==> config.mk <==
export PLATFORM = sky130hd
export DESIGN_NAME = aud_deser_top
export DESIGN_NICKNAME = d
export VERILOG_FILES = /design/src/rtl/aud_deser_pkg.sv /design/src/rtl/aud_len_decode.sv /design/src/rtl/aud_slot_map.sv /design/src/rtl/aud_deser_top.sv
export SDC_FILE = /design/constraint.sdc
export NUM_CORES = 1
export LEC_CHECK = 0
export BUFFER_PORTS_ARGS = -buffer_cell sky130_fd_sc_hd__buf_2
export CORE_UTILIZATION = 59
export CTS_CLUSTER_SIZE = 28
export DETAILED_ROUTE_END_ITERATION = 8
export PLACE_DENSITY = 0.76
export SYNTH_ARGS = -nofsm -noshare
export SYNTH_HDL_FRONTEND = slang
export SYNTH_HIERARCHICAL = 1
export SYNTH_SLANG_ARGS = --single-unit
==> constraint.sdc <==
create_clock -name clk -period 5.55 [get_ports clk]
set_input_delay 0.555 -clock clk [delete_from_list [all_inputs] [get_ports clk]]
set_output_delay 0.555 -clock clk [all_outputs]
set_load 0.02 [all_outputs]
==> src/rtl/aud_deser_pkg.sv <==
package aud_deser_pkg;
    localparam int NUM_CH     = 6;
    localparam int SAMPLE_W   = 32;
    localparam int FRAME_BITS = 256;
    localparam int SPLIT_SLOT = 24;
    localparam int TDM_SLOT   = 32;

    typedef enum logic [2:0] {
        LEN_16 = 3'd0,
        LEN_18 = 3'd1,
        LEN_20 = 3'd2,
        LEN_24 = 3'd3,
        LEN_32 = 3'd4
    } len_code_e;
endpackage

==> src/rtl/aud_len_decode.sv <==
module aud_len_decode #(
    parameter int SPLIT_SLOT = 24,
    parameter int TDM_SLOT   = 32,
    localparam int NB_W      = $clog2(TDM_SLOT) + 1
) (
    input  logic            tdm,
    input  logic [2:0]      code,
    output logic [NB_W-1:0] nbits
);
    import aud_deser_pkg::*;

    always_comb begin
        case (len_code_e'(code))
            LEN_16:  nbits = NB_W'(16);
            LEN_18:  nbits = NB_W'(18);
            LEN_20:  nbits = NB_W'(20);
            LEN_32:  nbits = tdm ? NB_W'(TDM_SLOT) : NB_W'(SPLIT_SLOT);
            default: nbits = NB_W'(24);
        endcase
    end
endmodule

==> src/rtl/aud_slot_map.sv <==
module aud_slot_map #(
    parameter int NUM_CH     = 6,
    parameter int FRAME_BITS = 256,
    parameter int SPLIT_SLOT = 24,
    parameter int TDM_SLOT   = 32,
    localparam int IDX_W     = $clog2(FRAME_BITS),
    localparam int CH_W      = $clog2(NUM_CH),
    localparam int POS_W     = $clog2(TDM_SLOT),
    localparam int HALF      = FRAME_BITS / 2,
    localparam int PER_HALF  = NUM_CH / 2
) (
    input  logic             tdm,
    input  logic [IDX_W-1:0] bit_idx,
    output logic             hit,
    output logic [CH_W-1:0]  ch,
    output logic [POS_W-1:0] pos
);
    int bi;
    int hb;
    int base;

    always_comb begin
        hit  = 1'b0;
        ch   = '0;
        pos  = '0;
        bi   = int'(bit_idx);
        hb   = (bi >= HALF) ? bi - HALF : bi;
        base = (bi >= HALF) ? PER_HALF : 0;
        if (tdm) begin
            for (int s = 0; s < NUM_CH; s++) begin
                if (bi >= s * TDM_SLOT && bi < (s + 1) * TDM_SLOT) begin
                    hit = 1'b1;
                    ch  = CH_W'(s);
                    pos = POS_W'(bi - s * TDM_SLOT);
                end
            end
        end else begin
            for (int s = 0; s < PER_HALF; s++) begin
                if (hb >= s * SPLIT_SLOT && hb < (s + 1) * SPLIT_SLOT) begin
                    hit = 1'b1;
                    ch  = CH_W'(s + base);
                    pos = POS_W'(hb - s * SPLIT_SLOT);
                end
            end
        end
    end
endmodule

==> src/rtl/aud_deser_top.sv <==
module aud_deser_top #(
    parameter int NUM_CH     = aud_deser_pkg::NUM_CH,
    parameter int SAMPLE_W   = aud_deser_pkg::SAMPLE_W,
    parameter int FRAME_BITS = aud_deser_pkg::FRAME_BITS,
    parameter int SPLIT_SLOT = aud_deser_pkg::SPLIT_SLOT,
    parameter int TDM_SLOT   = aud_deser_pkg::TDM_SLOT
) (
    input  logic                               clk,
    input  logic                               rst_n,
    input  logic                               fmt_tdm,
    input  logic [2:0]                         len_code,
    input  logic                               fr_clk,
    input  logic                               sdata,
    output logic [NUM_CH-1:0][SAMPLE_W-1:0]    ch_data,
    output logic                               frame_valid,
    output logic                               frame_err
);
    localparam int IDX_W = $clog2(FRAME_BITS);
    localparam int CH_W  = $clog2(NUM_CH);
    localparam int POS_W = $clog2(TDM_SLOT);
    localparam int NB_W  = POS_W + 1;
    localparam logic [IDX_W-1:0] HALF_IDX = IDX_W'(FRAME_BITS / 2);
    localparam logic [IDX_W-1:0] LAST_IDX = IDX_W'(FRAME_BITS - 1);

    typedef struct packed {
        logic                            fr_prev;
        logic                            pend;
        logic                            active;
        logic [IDX_W-1:0]                cnt;
        logic [NB_W-1:0]                 nbits;
        logic [NUM_CH-1:0][SAMPLE_W-1:0] shadow;
        logic [NUM_CH-1:0][SAMPLE_W-1:0] words;
        logic                            valid;
        logic                            err;
    } state_t;

    state_t st_q, st_d;

    logic             start_now, take_now, rise_now, fall_now;
    logic [IDX_W-1:0] idx_now;
    logic [NB_W-1:0]  len_now, nb_now;
    logic             map_hit;
    logic [CH_W-1:0]  map_ch;
    logic [POS_W-1:0] map_pos;

    aud_len_decode #(.SPLIT_SLOT(SPLIT_SLOT), .TDM_SLOT(TDM_SLOT)) u_len (
        .tdm   (fmt_tdm),
        .code  (len_code),
        .nbits (len_now)
    );

    aud_slot_map #(
        .NUM_CH(NUM_CH), .FRAME_BITS(FRAME_BITS),
        .SPLIT_SLOT(SPLIT_SLOT), .TDM_SLOT(TDM_SLOT)
    ) u_map (
        .tdm     (fmt_tdm),
        .bit_idx (idx_now),
        .hit     (map_hit),
        .ch      (map_ch),
        .pos     (map_pos)
    );

    always_comb begin
        st_d       = st_q;
        st_d.valid = 1'b0;
        st_d.err   = 1'b0;
        rise_now   = fr_clk & ~st_q.fr_prev;
        fall_now   = ~fr_clk & st_q.fr_prev;
        st_d.fr_prev = fr_clk;
        st_d.pend  = fmt_tdm & rise_now;
        start_now  = fmt_tdm ? st_q.pend : rise_now;
        take_now   = 1'b0;
        idx_now    = st_q.cnt;
        nb_now     = st_q.nbits;

        if (start_now) begin
            st_d.err    = st_q.active;
            st_d.active = 1'b1;
            st_d.shadow = '0;
            st_d.nbits  = len_now;
            nb_now      = len_now;
            idx_now     = '0;
            take_now    = 1'b1;
        end else if (!fmt_tdm && fall_now && st_q.active) begin
            idx_now  = HALF_IDX;
            take_now = 1'b1;
        end else if (st_q.active) begin
            take_now = 1'b1;
        end

        if (take_now) begin
            st_d.cnt = idx_now + 1'b1;
            if (map_hit && ({1'b0, map_pos} < nb_now)) begin
                st_d.shadow[map_ch][SAMPLE_W-1-int'(map_pos)] = sdata;
            end
            if (idx_now == LAST_IDX) begin
                st_d.words  = st_d.shadow;
                st_d.valid  = 1'b1;
                st_d.active = 1'b0;
            end
        end
    end

    always_ff @(posedge clk) begin
        if (!rst_n) begin
            st_q <= '0;
        end else begin
            st_q <= st_d;
        end
    end

    assign ch_data     = st_q.words;
    assign frame_valid = st_q.valid;
    assign frame_err   = st_q.err;

    // Low bits beyond the latched length must be clear in every word.
    logic [SAMPLE_W-1:0] keep_mask;
    logic                tails_clear;
    always_comb begin
        keep_mask   = ~({SAMPLE_W{1'b1}} >> st_q.nbits);
        tails_clear = 1'b1;
        for (int c = 0; c < NUM_CH; c++) begin
            if ((ch_data[c] & ~keep_mask) != '0) tails_clear = 1'b0;
        end
    end

    assert_tail_zero_R5: assert property (@(posedge clk) disable iff (!rst_n)
        frame_valid |-> tails_clear);

    assert_valid_single_R7: assert property (@(posedge clk) disable iff (!rst_n)
        frame_valid |=> !frame_valid);

    assert_words_held_R7: assert property (@(posedge clk) disable iff (!rst_n)
        !frame_valid |-> $stable(ch_data));

    assert_err_no_valid_R8: assert property (@(posedge clk) disable iff (!rst_n)
        frame_err |-> !frame_valid);

    assert_err_restart_R8: assert property (@(posedge clk) disable iff (!rst_n)
        frame_err |-> (st_q.active && st_q.cnt == IDX_W'(1)));

    assert_idle_quiet_R9: assert property (@(posedge clk) disable iff (!rst_n)
        (!st_q.active && !st_q.pend && !(fr_clk && !st_q.fr_prev)) |=> !frame_valid && !frame_err);
endmodule

Word level (Yosys, flattened, before mapping)
Index checks and enable logic that the tools add are counted.
W data, S select, Z words.
{ "classes": {"addsub": 11, "eq_ne": 4, "n_reduce_logical": 18, "magnitude_cmp": 22, "n_mux": 52, "bitwise_logic": 5} }
{ "ops": {"columns": ["cell", "n"], "rows": [
  ["$mux W385", 1],
  ["$mux W192", 2],
  ["$mux W193", 1],
  ["$bwmux W192", 1],
  ["$demux W32 S3", 1],
  ["$mux W32", 2],
  ["$mux W5", 10],
  ["$ge A32 B1 Y1 const B", 1],
  ["$ge A32 B6 Y1 const B", 1],
  ["$ge A32 B7 Y1 const B", 1],
  ["$lt A32 B6 Y1 const B", 1],
  ["$lt A32 B7 Y1 const B", 1],
  ["$lt A32 B8 Y1 const B", 1],
  ["$lt A8 B8 Y1 const B", 3],
  ["$pmux W6 S4", 1],
  ["$sub A5 B1 Y5 const B", 4],
  ["$mux W1", 18],
  ["$mux W3", 6],
  ["$ge A8 B7 Y1 const B", 2],
  ["$ge A8 B8 Y1 const B", 2],
  ["$lt A8 B7 Y1 const B", 2],
  ["$mux W8", 2],
  ["$logic_and A1 B1 Y1", 13],
  ["$mux W6", 2],
  ["26 further kinds", 33]
]} }
{ "totals": {"in_bits": 8, "output_inout_bits": 194, "regBits": 403} }

Logic depth before layout (Yosys ltp)
{ "depth": {"ltp_word": 25, "mapped_depth": 18} }

Hierarchy
The synthesis kept the hierarchy.
{ "by_module_without_submodules": {"columns": ["module", "instances", "area_each_um2", "seq_area_each_um2", "cells_per_inst"], "rows": [
  ["aud_deser_top", 1, 18793.0, 8067.7, 2256],
  ["aud_slot_map", 1, 329.1, 0.0, 46],
  ["aud_len_decode", 1, 57.6, 0.0, 9]
]} }

Worst setup path before layout
OpenSTA, ideal clock, no wires.
{ "synth_timing": {"kind": "input to register", "startpoint": "in fr_clk", "endpoint": "reg st_q[238] in the netlist's numbering", "setup_slack_ns": 0.979, "setup_ns": 0.138, "path_stages": 17, "t_arrival_ns": 4.433, "n_path_buf": 3, "required_time_ns": 5.412, "path_cell_list": "and3b_1 o31ai_1 clkbuf_1 and2_1 ha_1 nor4b_4 o31a_2 o21ai_0 a221o_1 ha_1 nor2b_1 a2111oi_4 o2111ai_2 buf_2 buf_2 nor2_1 o32ai_1"} }
{ "synth_via": {"elab_chain_cells": 24, "elab_cells_between_ends": 93} }
{ "synth_rtl": {"columns": ["item", "line", "text"], "rows": [
  ["from (decl)", "aud_deser_top.sv:12", "input logic fr_clk,"],
  ["$not A1 Y1", "aud_deser_top.sv:68", "fall_now = ~fr_clk & st_q.fr_prev;"],
  ["$and A1 B1 Y1", "aud_deser_top.sv:68", null],
  ["$logic_and A1 B1 Y1 (2 in a row)", "aud_deser_top.sv:84", "end else if (!fmt_tdm && fall_now && st_q.active) begin"],
  ["$mux W8", "aud_deser_top.sv:84", null],
  ["$mux W8 (*)", "aud_deser_top.sv:76", "if (start_now) begin"],
  ["named net idx_now[3]", "aud_deser_top.sv:40", "logic [IDX_W-1:0] idx_now;"],
  ["$sub A8 B8 Y9 (tied with other cells)", "aud_slot_map.sv:27", "hb = (bi >= HALF) ? bi - HALF : bi;"],
  ["$mux W32 (tied with other cells)", "aud_slot_map.sv:27", null],
  ["(+6 left out)", null, null],
  ["named net map_pos[4]", "aud_deser_top.sv:44", "logic [POS_W-1:0] map_pos;"],
  ["(+2 left out)", null, null],
  ["$logic_and A1 B1 Y1 (implied by the code)", "aud_deser_top.sv:94", "st_d.shadow[map_ch][SAMPLE_W-1-int'(map_pos)] = sdata;"],
  ["$mux W1 (implied by the code)", "aud_deser_top.sv:94", null],
  ["$demux W1 S5", "aud_deser_top.sv:94", null],
  ["$mux W32 (implied by the code)", "aud_deser_top.sv:94", null],
  ["$demux W32 S3", "aud_deser_top.sv:94", null],
  ["$bwmux W192", "aud_deser_top.sv:94", null],
  ["$mux W192 (*)", "aud_deser_top.sv:93", "if (map_hit && ({1'b0, map_pos} < nb_now)) begin"],
  ["$mux W385 (*)", "aud_deser_top.sv:91", "if (take_now) begin"],
  ["to (signal assigned)", "aud_deser_top.sv:108", "st_q <= st_d;"],
  ["to (decl)", "aud_deser_top.sv:37", "state_t st_q, st_d;"]
]} }
Mark *: on every way through the listed nets, which the timed path passes. The rest lies on a longest branch.
A chain may end at the register's enable or synchronous reset.

Worst setup path after layout
{ "layout_timing": {"startpoint": "reg st_q[400] in the netlist's numbering", "endpoint": "reg st_q, in the netlist ch_data[104]"} }
{ "layout_via": {"elab_chain_cells": 20, "elab_cells_between_ends": 88} }
{ "layout_rtl": {"columns": ["item", "line", "text"], "rows": [
  ["$logic_and A1 B1 Y1 (*)", "aud_deser_top.sv:84", null],
  ["$mux W8 (*)", "aud_deser_top.sv:84", null],
  ["$mux W8 (*)", "aud_deser_top.sv:76", null],
  ["named net idx_now[3]", "aud_deser_top.sv:40", null],
  ["$sub A8 B8 Y9 (tied with other cells)", "aud_slot_map.sv:27", null],
  ["$mux W32 (tied with other cells)", "aud_slot_map.sv:27", null],
  ["$ge A32 B1 Y1 (tied with other cells)", "aud_slot_map.sv:39", "if (hb >= s * SPLIT_SLOT && hb < (s + 1) * SPLIT_SLOT) begin"],
  ["$logic_and A1 B1 Y1 / $mux W5 (equally long branches)", "aud_slot_map.sv:39, aud_slot_map.sv:31", null],
  ["(+4 left out)", null, null],
  ["named net map_pos[4]", "aud_deser_top.sv:44", null],
  ["(+1 left out)", null, null],
  ["$lt A6 B7 Y1 (implied by the code) / $ge A6 B1 Y1 (equally long branches)", "aud_deser_top.sv:94", null],
  ["$logic_and A1 B1 Y1 (implied by the code)", "aud_deser_top.sv:94", null],
  ["$mux W1 (implied by the code)", "aud_deser_top.sv:94", null],
  ["$demux W1 S5", "aud_deser_top.sv:94", null],
  ["$mux W32 (implied by the code)", "aud_deser_top.sv:94", null],
  ["$demux W32 S3", "aud_deser_top.sv:94", null],
  ["$bwmux W192", "aud_deser_top.sv:94", null],
  ["$mux W192 (*)", "aud_deser_top.sv:93", null]
]} }
Marks and branches as above.

==> reports/metrics.cfg <==
[synth]
synth_most_common_cell = dfxtp_1
synth_common_cells = 403 x dfxtp_1, 399 x nor2_1, 314 x nand2_1
synthTopCellsByArea = dfxtp_1 42%, o32ai_1 8.8%, nor2_1 7.8%, o31ai_1 7.6%, buf_4 7.6%
async_reset_ff_frac = 0
yosysSeqAreaShare = 0.421
ys_seq_elements = 403
ys.flop_type = dfxtp_1
synth_top_area_frac = 0.421
synthesis.area_um2 = 19200
syn_nets = 2326
syn_avg_cell_area_um2 = 8.30
synth_edf_count = 0
synth_cell_types = 60
syn_inst = 2311
yosys.area.top_type = dfxtp_1
ys_warn_count = 6

[detailed_routing]
vias = 17929
via_per_inst = 6.70
avgRoutedWirePerCell_um = 22.6
first_iter_violations = 2269
drc = 0
finalWirelength_um = 60500
postRouteAntennaNets = 0
dr.pass1.iters = 6

[final_layout]
area_growth_pct = 6.52
drive_above_1_share = 0.158
finalNonFillerCells = 2677
num-fill-cells = 2667
utilization = 0.642
final_nets = 2226
diodes = 0
final_area_um2 = 20400

[die]
dieHeight_um = 182
coreArea_um2 = 31800
rows = 65
die-area_um2 = 33200
die_width_um = 182
ios = 202
initial_core_util = 0.603

[timing]
setup_viol = 0
fin_crit_ps = 4960
clock_skew_ps = 20.3
max_freq_ghz = 0.202
maxSlewViolCount = 0
relSlewSlack = 0.123
post-route-period-util = 0.893
rsz0062_at_grt = false
setup-tns-final_ps = 0
worstMarginPinSlew_ps = 1300
hold_viol_final = 0

[min_path]
holdCritPathClass = in -> reg

[critical_path]
cp_slowest_stage_delay_ps = 930
crit_required_ps = 5990
cp_slowest_cell = o21ai_4
crit_fanout = 34
endpoint_kind = register
crit_chain = and3b_1 -> o31ai_1 -> buf_4 -> and2_1 -> ha_1 -> nor4b_4 -> o31a_2 -> o21ai_0 -> a221o_1 -> ha_1 -> o21ai_0 -> o21bai_1 -> nand3_1 -> o21ai_4 -> buf_4 -> nor2_1 -> o31ai_1
worst_ep_arrival_time_ps = 5400
critPathKind = reg -> reg
critical-path-top-delay-family = compound AO/OA/AOI/OAI gates
critical_path_buf_inv_count = 2
cp-start-kind = register

[clocking]
cts.clk_slew.worst_paths_ps = 70
cts_resized = 0
cts_max_level = 2
cts_sinks = 403
clk-insertion-delay-late_ps = 540
cts_hold_buf = 0
cts_setup_buffers = 0
cts_tree = built
cts-root-buf = clkbuf_16
numCtsBuffers = 42
clk_path_buf_depth = 3

[run_status]
status = finished, final reports clean

[flow_run]
cap_violations = 0

[place]
hpwl_um = 35900
post_dp_cell_area_um2 = 19000
port_buffers = 201
routabilityCongestion = 0.921
placed_cells = 2602

[pwr]
p_leak_nw = 6.83
power_w = 0.00625
powerDensity_nw_per_um2 = 306
ir_worst_vdd_uv = 227

[global_routing]
grt_pass1_wl_um = 93100
antenna_found_initial = 1
grt_use_total = 0.351
grt_overflow = 0
grt_max_degree = 135
first_global_vias = 16501

layer usage:
metal | track usage | part of all wire | up-vias
met4 | 0.157 | 0.040 | 2
li1 | - | - | 8069
met5 | 0 | 0.00021 | -
met3 | 0.0565 | 0.11 | 181
met2 | 0.561 | 0.46 | 1155
met1 | 0.468 | 0.39 | 8522
worst reg2reg max path: stages, from the launching register on:
cell,delay [ps]
dfxtp_1,380
and3b_1,220
o31ai_1,210
buf_4,230
and2_1,350
ha_1,220
nor4b_4,300
o31a_2,180
o21ai_0,60
a221o_1,330
ha_1,300
o21ai_0,80
o21bai_1,170
nand3_1,160
o21ai_4,930
buf_4,440
nor2_1,90
o31ai_1,200
placed cells by master, fill, tap and decap left out, types with 12 or more instances in the layout:
master       n
dfxtp_1    403
a22oi_1    192
buf_4       52
o32ai_1    192
nand2_1    313
and2_1      17
clkbuf_16   45
clkbuf_8    12
nor4_1      52
o31ai_1    194
buf_2      200
nor2_1     399
cell type report:
class / count / area, um^2 / area share
Tap cell: 435 / 544 / 0.0266
Timing Repair Buffer: 257 / 1480 / 0.0726
Clock inverter: 11 / 133 / 0.00649
Sequential cell: 403 / 8070 / 0.395
Inverter: 8 / 30.0 / 0.00147
Clock buffer: 64 / 1320 / 0.0645
Multi-Input combinational cell: 1499 / 8860 / 0.433
final timing paths:
path | start | to | slack (ps) | cells past startpoint
setup / recovery | st_q[400] | ch_data[104] | 590 | 17
hold / removal | fr_clk | st_q[402] | 290 | 2
setup reg to reg | st_q[400] | ch_data[104] | 590 | 17
hold reg to reg | st_q[350] | ch_data[156] | 460 | 2
metrics by stage:
stage	hold WS, ps	setup slack (ps)
6_report	290	591
5_1_grt	303	259
4_1_cts	285	722
3_5_place_dp	459	475
3_3_place_gp	450	675
2_1_floorplan	441	979
registers in the layout, summed over array words and instances (netlist names):
name and count:
ch_data 192, frame_err 1, frame_valid 1, st_q 209
logic make-up (layout without fill, tap and decap cells):
group,after synthesis,count (layout),share of synthesized area
other,1,1,0.000196
buffers and inverters,409,340,0.123
AO/OA/AOI/OAI,635,635,0.262
AND/OR/NAND/NOR,850,850,0.186
flip-flops,403,403,0.421
multiplexers,6,6,0.00320
adder cells (fa/ha/maj),7,7,0.00457
report_power, final:
group	internal (W)	switching, W	total [W]
Sequential	0.00290	0.00000417	0.00290
Combinational	0.0000712	0.000333	0.000404
Clock	0.00177	0.00117	0.00294
Power figures use the tool's default switching activity.
